<file path="src/rtl/udec_pkg.sv">
// Shared constants for the underflow decimation counter.
// Assumes the divide field is narrow (a few bits); the count never exceeds it.
package udec_pkg;
    localparam int unsigned DEC_W     = 4;
    localparam int unsigned DEC_RESET = 1;
endpackage

</file>
<file path="src/rtl/udec_ctrl_reg.sv">
// Divide-value register with write screening and a sticky error flag.
// Does: accepts a nonzero write when it cannot disturb a running count.
// Assumes: unf is only meaningful while run is high.
module udec_ctrl_reg #(
    parameter int unsigned W       = udec_pkg::DEC_W,
    parameter int unsigned N_RESET = udec_pkg::DEC_RESET
) (
    input  logic         clk,
    input  logic         rst_n,
    input  logic         wr_en,
    input  logic [W-1:0] wr_data,
    input  logic         run,
    input  logic         unf,
    input  logic         mode_sel,
    input  logic         err_clr,
    output logic [W-1:0] n_q,
    output logic         wr_ok,
    output logic         err_q
);
    logic reject;

    // Classify the write: zero value, qualified mode while running, or underflow clash.
    always_comb begin
        reject = wr_en && ((wr_data == '0) || (run && (unf || mode_sel)));
        wr_ok  = wr_en && !reject;
    end

    // Hold the divide value; only accepted writes change it.
    always_ff @(posedge clk) begin
        if (!rst_n)     n_q <= W'(N_RESET);
        else if (wr_ok) n_q <= wr_data;
    end

    // Sticky error: set on a rejected write, set takes priority over clear.
    always_ff @(posedge clk) begin
        if (!rst_n)       err_q <= 1'b0;
        else if (reject)  err_q <= 1'b1;
        else if (err_clr) err_q <= 1'b0;
    end
endmodule

</file>
<file path="src/rtl/udec_qualify.sv">
// Event qualification: decides which underflows are counted and detects start.
// Assumes run is a level from synchronous logic.
module udec_qualify (
    input  logic clk,
    input  logic rst_n,
    input  logic run,
    input  logic unf,
    input  logic qual,
    input  logic mode_sel,
    output logic cnt_ev,
    output logic start
);
    logic run_q;

    // Remember last cycle's run level for edge detection.
    always_ff @(posedge clk) begin
        if (!rst_n) run_q <= 1'b0;
        else        run_q <= run;
    end

    // Counted event and start pulse.
    always_comb begin
        start  = run && !run_q;
        cnt_ev = run && unf && (!mode_sel || qual);
    end
endmodule

</file>
<file path="src/rtl/udec_counter.sv">
// Decimation counter: counts events and emits a one-cycle request on the terminal one.
// Assumes n_cur is nonzero; start and clear never coincide (clear only while stopped).
module udec_counter #(
    parameter int unsigned W = udec_pkg::DEC_W
) (
    input  logic         clk,
    input  logic         rst_n,
    input  logic         cnt_ev,
    input  logic         start,
    input  logic         clear,
    input  logic         early_sel,
    input  logic [W-1:0] n_cur,
    output logic         irq
);
    logic [W-1:0] cnt_q;
    logic         first_q;
    logic [W-1:0] base;
    logic         first_eff;
    logic [W-1:0] target;
    logic [W:0]   next_cnt;
    logic         fire;

    // Work out the terminal count for the current period.
    always_comb begin
        base      = start ? '0 : cnt_q;
        first_eff = start || first_q;
        if (first_eff && early_sel && (n_cur > W'(1))) target = n_cur - W'(1);
        else                                           target = n_cur;
        next_cnt  = {1'b0, base} + (W+1)'(1);
        fire      = cnt_ev && (next_cnt >= {1'b0, target});
    end

    // Advance or wrap the count, and track the first period after a start.
    always_ff @(posedge clk) begin
        if (!rst_n) begin
            cnt_q   <= '0;
            first_q <= 1'b1;
        end else if (clear) begin
            cnt_q   <= '0;
            first_q <= 1'b1;
        end else if (fire) begin
            cnt_q   <= '0;
            first_q <= 1'b0;
        end else if (cnt_ev) begin
            cnt_q   <= next_cnt[W-1:0];
            first_q <= first_eff;
        end else begin
            cnt_q   <= base;
            first_q <= first_eff;
        end
    end

    // Register the request pulse.
    always_ff @(posedge clk) begin
        if (!rst_n) irq <= 1'b0;
        else        irq <= fire;
    end
endmodule

</file>
<file path="src/rtl/udec_irq_top.sv">
// Top of the underflow interrupt decimation counter.
// Wires the control register, event qualifier and counter together.
// Assumes all inputs are synchronous to clk.
module udec_irq_top #(
    parameter int unsigned W = udec_pkg::DEC_W
) (
    input  logic         clk,
    input  logic         rst_n,
    input  logic         wr_en,
    input  logic [W-1:0] wr_data,
    input  logic         mode_sel,
    input  logic         early_sel,
    input  logic         run,
    input  logic         unf,
    input  logic         qual,
    input  logic         err_clr,
    output logic         irq,
    output logic         err
);
    logic [W-1:0] n_cur;
    logic         wr_ok;
    logic         cnt_ev;
    logic         start;
    logic         clr_cnt;

    // An accepted write while stopped restarts the count.
    always_comb clr_cnt = wr_ok && !run;

    udec_ctrl_reg #(.W(W)) ctrl_i (
        .clk(clk), .rst_n(rst_n), .wr_en(wr_en), .wr_data(wr_data),
        .run(run), .unf(unf), .mode_sel(mode_sel), .err_clr(err_clr),
        .n_q(n_cur), .wr_ok(wr_ok), .err_q(err)
    );

    udec_qualify qual_i (
        .clk(clk), .rst_n(rst_n), .run(run), .unf(unf), .qual(qual),
        .mode_sel(mode_sel), .cnt_ev(cnt_ev), .start(start)
    );

    udec_counter #(.W(W)) cnt_i (
        .clk(clk), .rst_n(rst_n), .cnt_ev(cnt_ev), .start(start),
        .clear(clr_cnt), .early_sel(early_sel), .n_cur(n_cur), .irq(irq)
    );
endmodule

</file>
<file path="config.mk">
export PLATFORM = sky130hd
export DESIGN_NAME = udec_irq_top
export DESIGN_NICKNAME = d
export VERILOG_FILES = /design/src/rtl/udec_pkg.sv /design/src/rtl/udec_ctrl_reg.sv /design/src/rtl/udec_qualify.sv /design/src/rtl/udec_counter.sv /design/src/rtl/udec_irq_top.sv
export SDC_FILE = /design/constraint.sdc
export NUM_CORES = 1
export LEC_CHECK = 0
export CAP_MARGIN = 30
export CORE_MARGIN = 3
export CORE_UTILIZATION = 51
export DETAILED_ROUTE_END_ITERATION = 10
export PLACE_DENSITY = 0.83
export SYNTH_ARGS = -nofsm -noshare
export SYNTH_HDL_FRONTEND = slang
export SYNTH_SLANG_ARGS = --single-unit
</file>
<file path="constraint.sdc">
create_clock -name clk -period 6.14 [get_ports clk]
set_input_delay 1.228 -clock clk [delete_from_list [all_inputs] [get_ports clk]]
set_output_delay 1.228 -clock clk [all_outputs]
set_load 0.02 [all_outputs]
</file>
# After elaboration in Yosys (flattened, before gate mapping)

Cells that the tools add are included.

Register bits after elaboration: 12
Bits in latches: 0
Bits in writable memories: 0
Bits in read-only memories: 0
Input bits: 13
Output and inout port bits: 2
Logic and storage cells: 39
Memories: 0

Add/subtract/negate cells: 2
$mul: 0
Div/mod/pow operators: 0
Order comparisons: 2
Eq/ne operators: 0
Shift-type cells: 0
Muxes and demuxes: 6
Bitwise operators: 1
Reduce and logical (&&, ||, !) cells: 22

Operators with widths:

| cell                | count |
|---|---|
| $mux 4              | 3 |
| $logic_and 1x1->1   | 10 |
| $add 4x1->5 const B | 1 |
| $ge 5x4->1          | 1 |
| $gt 4x1->1 const B  | 1 |
| $logic_not 1->1     | 4 |
| $logic_not 4->1     | 1 |
| $logic_or 1x1->1    | 4 |
| $sub 4x1->4 const B | 1 |
| $mux 1              | 3 |
| $reduce_or 3->1     | 1 |
| $reduce_bool 2->1   | 1 |
| $reduce_or 2->1     | 1 |
| $not 1->1           | 1 |

# Depth between registers and ports, before layout

Depth in word-level cells: 9
Gate-level depth with buffers: 11
Gate-level depth less buffers: 11

# By module

A second synthesis with hierarchy kept.

Cell total of the unflattened synthesis: 92
Area total of the unflattened synthesis: 825.8 sq um

By module, submodules not included:

| module        | times used | cells an instance | area each (sq um) | sequential area each (sq um) |
|---|---|---|---|---|
| udec_counter  | 1          | 60                | 520.5             | 120.1 |
| udec_ctrl_reg | 1          | 25                | 242.7             | 100.1 |
| udec_qualify  | 1          | 6                 | 48.8              | 20.0 |
| udec_irq_top  | 1          | 1                 | 13.8              | 0.0 |

# Worst setup path after synthesis

OpenSTA, ideal clock, no wires.

Path type: input to register
Start: input port run
End: register cnt_i.cnt_q[3]
Setup time: 0.104 ns
Data arrival time: 2.902 ns
Data required time: 6.036 ns
Path slack: 3.134 ns
Stages on the path: 9
Buffers on the path: 0
Path through: and2b_2 o221ai_4 nor2_1 xnor2_1 ha_1 a21o_1 a31oi_1 o21ai_2 a2111oi_2

Cells in the longest elaborated chain, start to end: 8
Elaborated cells on any way between the ends: 20
Those cells by class: add/sub: 1; order compare: 1; mux: 3; reduce/logical: 15

Ends and longest elaborated chain:

| item                                                | RTL line           | text |
|---|---|---|
| from (decl)                                         | udec_irq_top.sv:13 | `input logic run,` |
| branches (longest 8 deep; another with $add 4x1->5) | n/a                |  |
| to (signal assigned)                                | udec_counter.sv:45 | `cnt_q <= next_cnt[W-1:0];` |
| to (signal assigned)                                | udec_counter.sv:48 | `cnt_q <= base;` |
| to (decl)                                           | udec_counter.sv:15 | `logic [W-1:0] cnt_q;` |

Several ways; the timed one is not identified.
A chain may end at the register's enable or synchronous reset.

# Worst setup path in the final report

Ends and elaborated chain as after synthesis.

==> results.md <==
- Core box area: 0.00138 mm^2
- GRT met1 Usage: 18.3%
- Max-slew headroom: 56.8%
- Hold Path Class: register to register
- Internal: 0.138 mW
- DIE WIDTH: 45.6 um
- Drt via density: 5.78
- Critical path's largest stage delay: 590 ps
- Post-Synth XOR/XNOR Area: 8.78%
- Reg area: 240 um^2
- Sequential share of the synthesized area: 30.1%
- FMAX: 286 MHz
- TNS Setup: 0 ps
- Buffers on Ports: 14
- Mean Syn Cell Area: 9.28 um^2
- Simple-Gate Fraction of Synth Area: 21.3%
- Final Setup Violations: 0
- Mux share of post-synthesis cell area: 1.25%
- WP buf/inv: 1
- Fin. max-slew vios: 0
- Initial antenna violation count: 0
- Worst Skew: 1.42 ps
- Max Cap Violations: 0
- Combinational power share: 22.1%
- Ys flop type: dfxtp_1
- Met2 usage: 29.8%
- DRC: 0
- First-pass GRT wire length: 2590 um
- Sw Pwr: 0.0520 mW
- Syn-to-layout area delta: 24.5%
- Switching share of power: 27.4%
- Met3 Usage GRT: 6.72%
- Fill count: 107
- CP Class: input port to register
- Area of the multi-input gates: 536 um^2
- Total congestion overflow: 0
- Synthesized-area fraction occupied by adder cells: 11.0%
- First-pass iteration count of the detailed router: 4
- Unrepaired setup endpoints after global routing: false
- Hold_buf cts: 0
- H-tree levels: 1
- CTS buffer count: 3
- Critical Path Most Common Cell: ha_1
- Maximum clock path buffer count: 2
- PD cells: 191 mW/mm^2
- Slew at the pin with the worst max-slew slack: 641 ps
- Starting Density: 57.7%
- Main combinational cell family by area after synthesis: compound AO/OA/AOI/OAI gates
- Crit path launch type: input port
- Final hold vios: 0
- CTS root buf: clkbuf_4
- Die Area: 0.00208 mm^2
- Crit-path cells: clkdlybuf4s50_1 > nand2b_2 > and2_1 > ha_1 > xnor2_1 > ha_1 > a21o_1 > a31oi_1 > o21ai_2 > a2111oi_2
- Io pins: 15
- Reg clk slew, reported paths: 80 ps
- GP Congestion: 0.804
- Fraction of the mapped netlist area in compound gates: 24.8%
- Synth Warn #: 0
- Post-CTS setup buffer count: 0
- Fin util: 71.9%
- CP endpoint kind: register
- Fin crit period: 3490 ps
- Initial drt markers: 8
- Crit Path Max Fanout: 7
- DR WL/cell: 12.7 um
- Part of the power in registers: 44.3%
- Post-synthesis async set-or-reset flop share: 0%
- Post-route clock period utilization: 56.9%
- Synth cell types: 35
- Mapped Area: 798 um^2
- Number of global-route vias before repair: 650
- Pin count of the biggest net entering global routing: 10
- Layout cell share with drive strength beyond 1: 15.4%
- Die Height: 45.6 um
- CTS tree: built
- Final net count: 125
- DRT antenna net count: 0
- Post-Route WL: 1510 um
- Slowest CP cell: clkdlybuf4s50_1
- Worst skew pair latency: 270 ps
- Nets in the synthesized netlist: 106
- Clock share of power: 33.7%
- Gate Count Post-Synth: 86
- Leakage: 0.382 nW
- Flops & latches, synth: 12
- # rows: 13
- Vias: 688
- Antenna diode count: 0
- Peak supply drop: 133 uV
- Outcome: finished clean
- CP required: 6310 ps
- Number of enable flip-flop cells after synthesis: 0
- Hpwl dp: 1190 um
- Arr. time, crit path: 3660 ps
- CP top delay family: compound AO/OA/AOI/OAI gates
- Post-CTS sizing: 0
- GRT Total Usage: 17.6%
- GRT busiest layer: met2
- Sink Count: 12
[Yosys cell counts (2+ instances only)]
library cell,n,area (um^2)
a211oi_1,3,22.5
a21boi_0,3,22.5
a21oi_1,2,10.0
a31oi_1,2,12.5
and2_1,2,12.5
dfxtp_1,12,240
ha_1,7,87.6
inv_1,6,22.5
nand2_1,6,22.5
nand3_1,7,35.0
nor2_1,4,15.0
nor2b_1,2,12.5
o21ai_0,2,10.0
xnor2_1,7,61.3
[final cells by class]
type	instances	area share, %
multi-input cells	68	53.9
flip-flops and latches	12	24.2
repair buffers	14	14.1
clock buffers	4	3.65
inverters	6	2.27
well taps	15	1.89
[worst paths after layout]
kind / from / endpoint / slack, ps / cells past startpoint
min reg2reg: ctrl_i.n_q[3] / ctrl_i.n_q[3] / 490 / 2
min: ctrl_i.n_q[3] / ctrl_i.n_q[3] / 490 / 2
max reg2reg: ctrl_i.n_q[0] / cnt_i.cnt_q[3] / 3650 / 11
max: run / cnt_i.cnt_q[3] / 2650 / 10
[metrics by stage]
step           setup WS (ps)  power (mW)  hold slack, ps  instances  instance area (um^2)
2_1_floorplan           3130       0.111             464         86                   798
3_3_place_gp            2390       0.127             477        115                   957
3_5_place_dp            2370       0.128             483        115                   957
4_1_cts                 2640       0.191             494        119                   993
5_1_grt                 2460       0.200             538        119                   993
6_report                2650       0.190             491        119                   993
[worst reg2reg max path, stage by stage (launching register included)]
cell and delay, ps:
dfxtp_1 410, inv_1 70, ha_1 210, nor2_1 210
o221ai_4 150, nor2_1 130, xnor2_1 130, ha_1 260
a21o_1 160, a31oi_1 170, o21ai_2 130, a2111oi_2 360
[sequential cells by signal, indices dropped and copies added, names as in the netlist]
name,cells
cnt_i.cnt_q,4
cnt_i.first_q,1
cnt_i.irq,1
ctrl_i.err_q,1
ctrl_i.n_q,4
qual_i.run_q,1
[logic make-up (layout without fill, tap and decap cells)]
family | after synthesis | count (layout)
multiplexers | 1 | 1
AND/OR/NAND/NOR | 31 | 31
AO/OA/AOI/OAI | 21 | 21
flip-flops | 12 | 12
buffers and inverters | 6 | 24
adder cells (fa/ha/maj) | 7 | 7
XOR/XNOR | 8 | 8
[layer usage]
layer | vias up | wire (um)
li1 | 347 | -
met1 | 312 | 626
met2 | 25 | 732
met3 | 4 | 109
met4 | 0 | 38
met5 | - | 0
[power groups by stage]
stage	registers (mW)	logic (mW)	clock network, mW
after CTS	0.0840	0.0422	0.0644
after detailed placement	0.0858	0.0421	0
after global placement	0.0856	0.0410	0
final	0.0840	0.0418	0.0638
after global routing	0.0844	0.0462	0.0693
after floorplan	0.0860	0.0247	0
[placed cells by master (no fill, tap or decap), types with 2 or more instances in the layout]
master / count
a211oi_1: 3
a21boi_0: 3
nor2_1: 4
nor2b_1: 2
xnor2_1: 7
dfxtp_1: 12
ha_1: 7
nand3_1: 7
o21ai_0: 2
a31oi_1: 2
clkbuf_4: 3
a21oi_1: 2
inv_1: 6
nand2_1: 6
and2_1: 2
clkdlybuf4s50_1: 14
(Power assumes the default switching activity.)
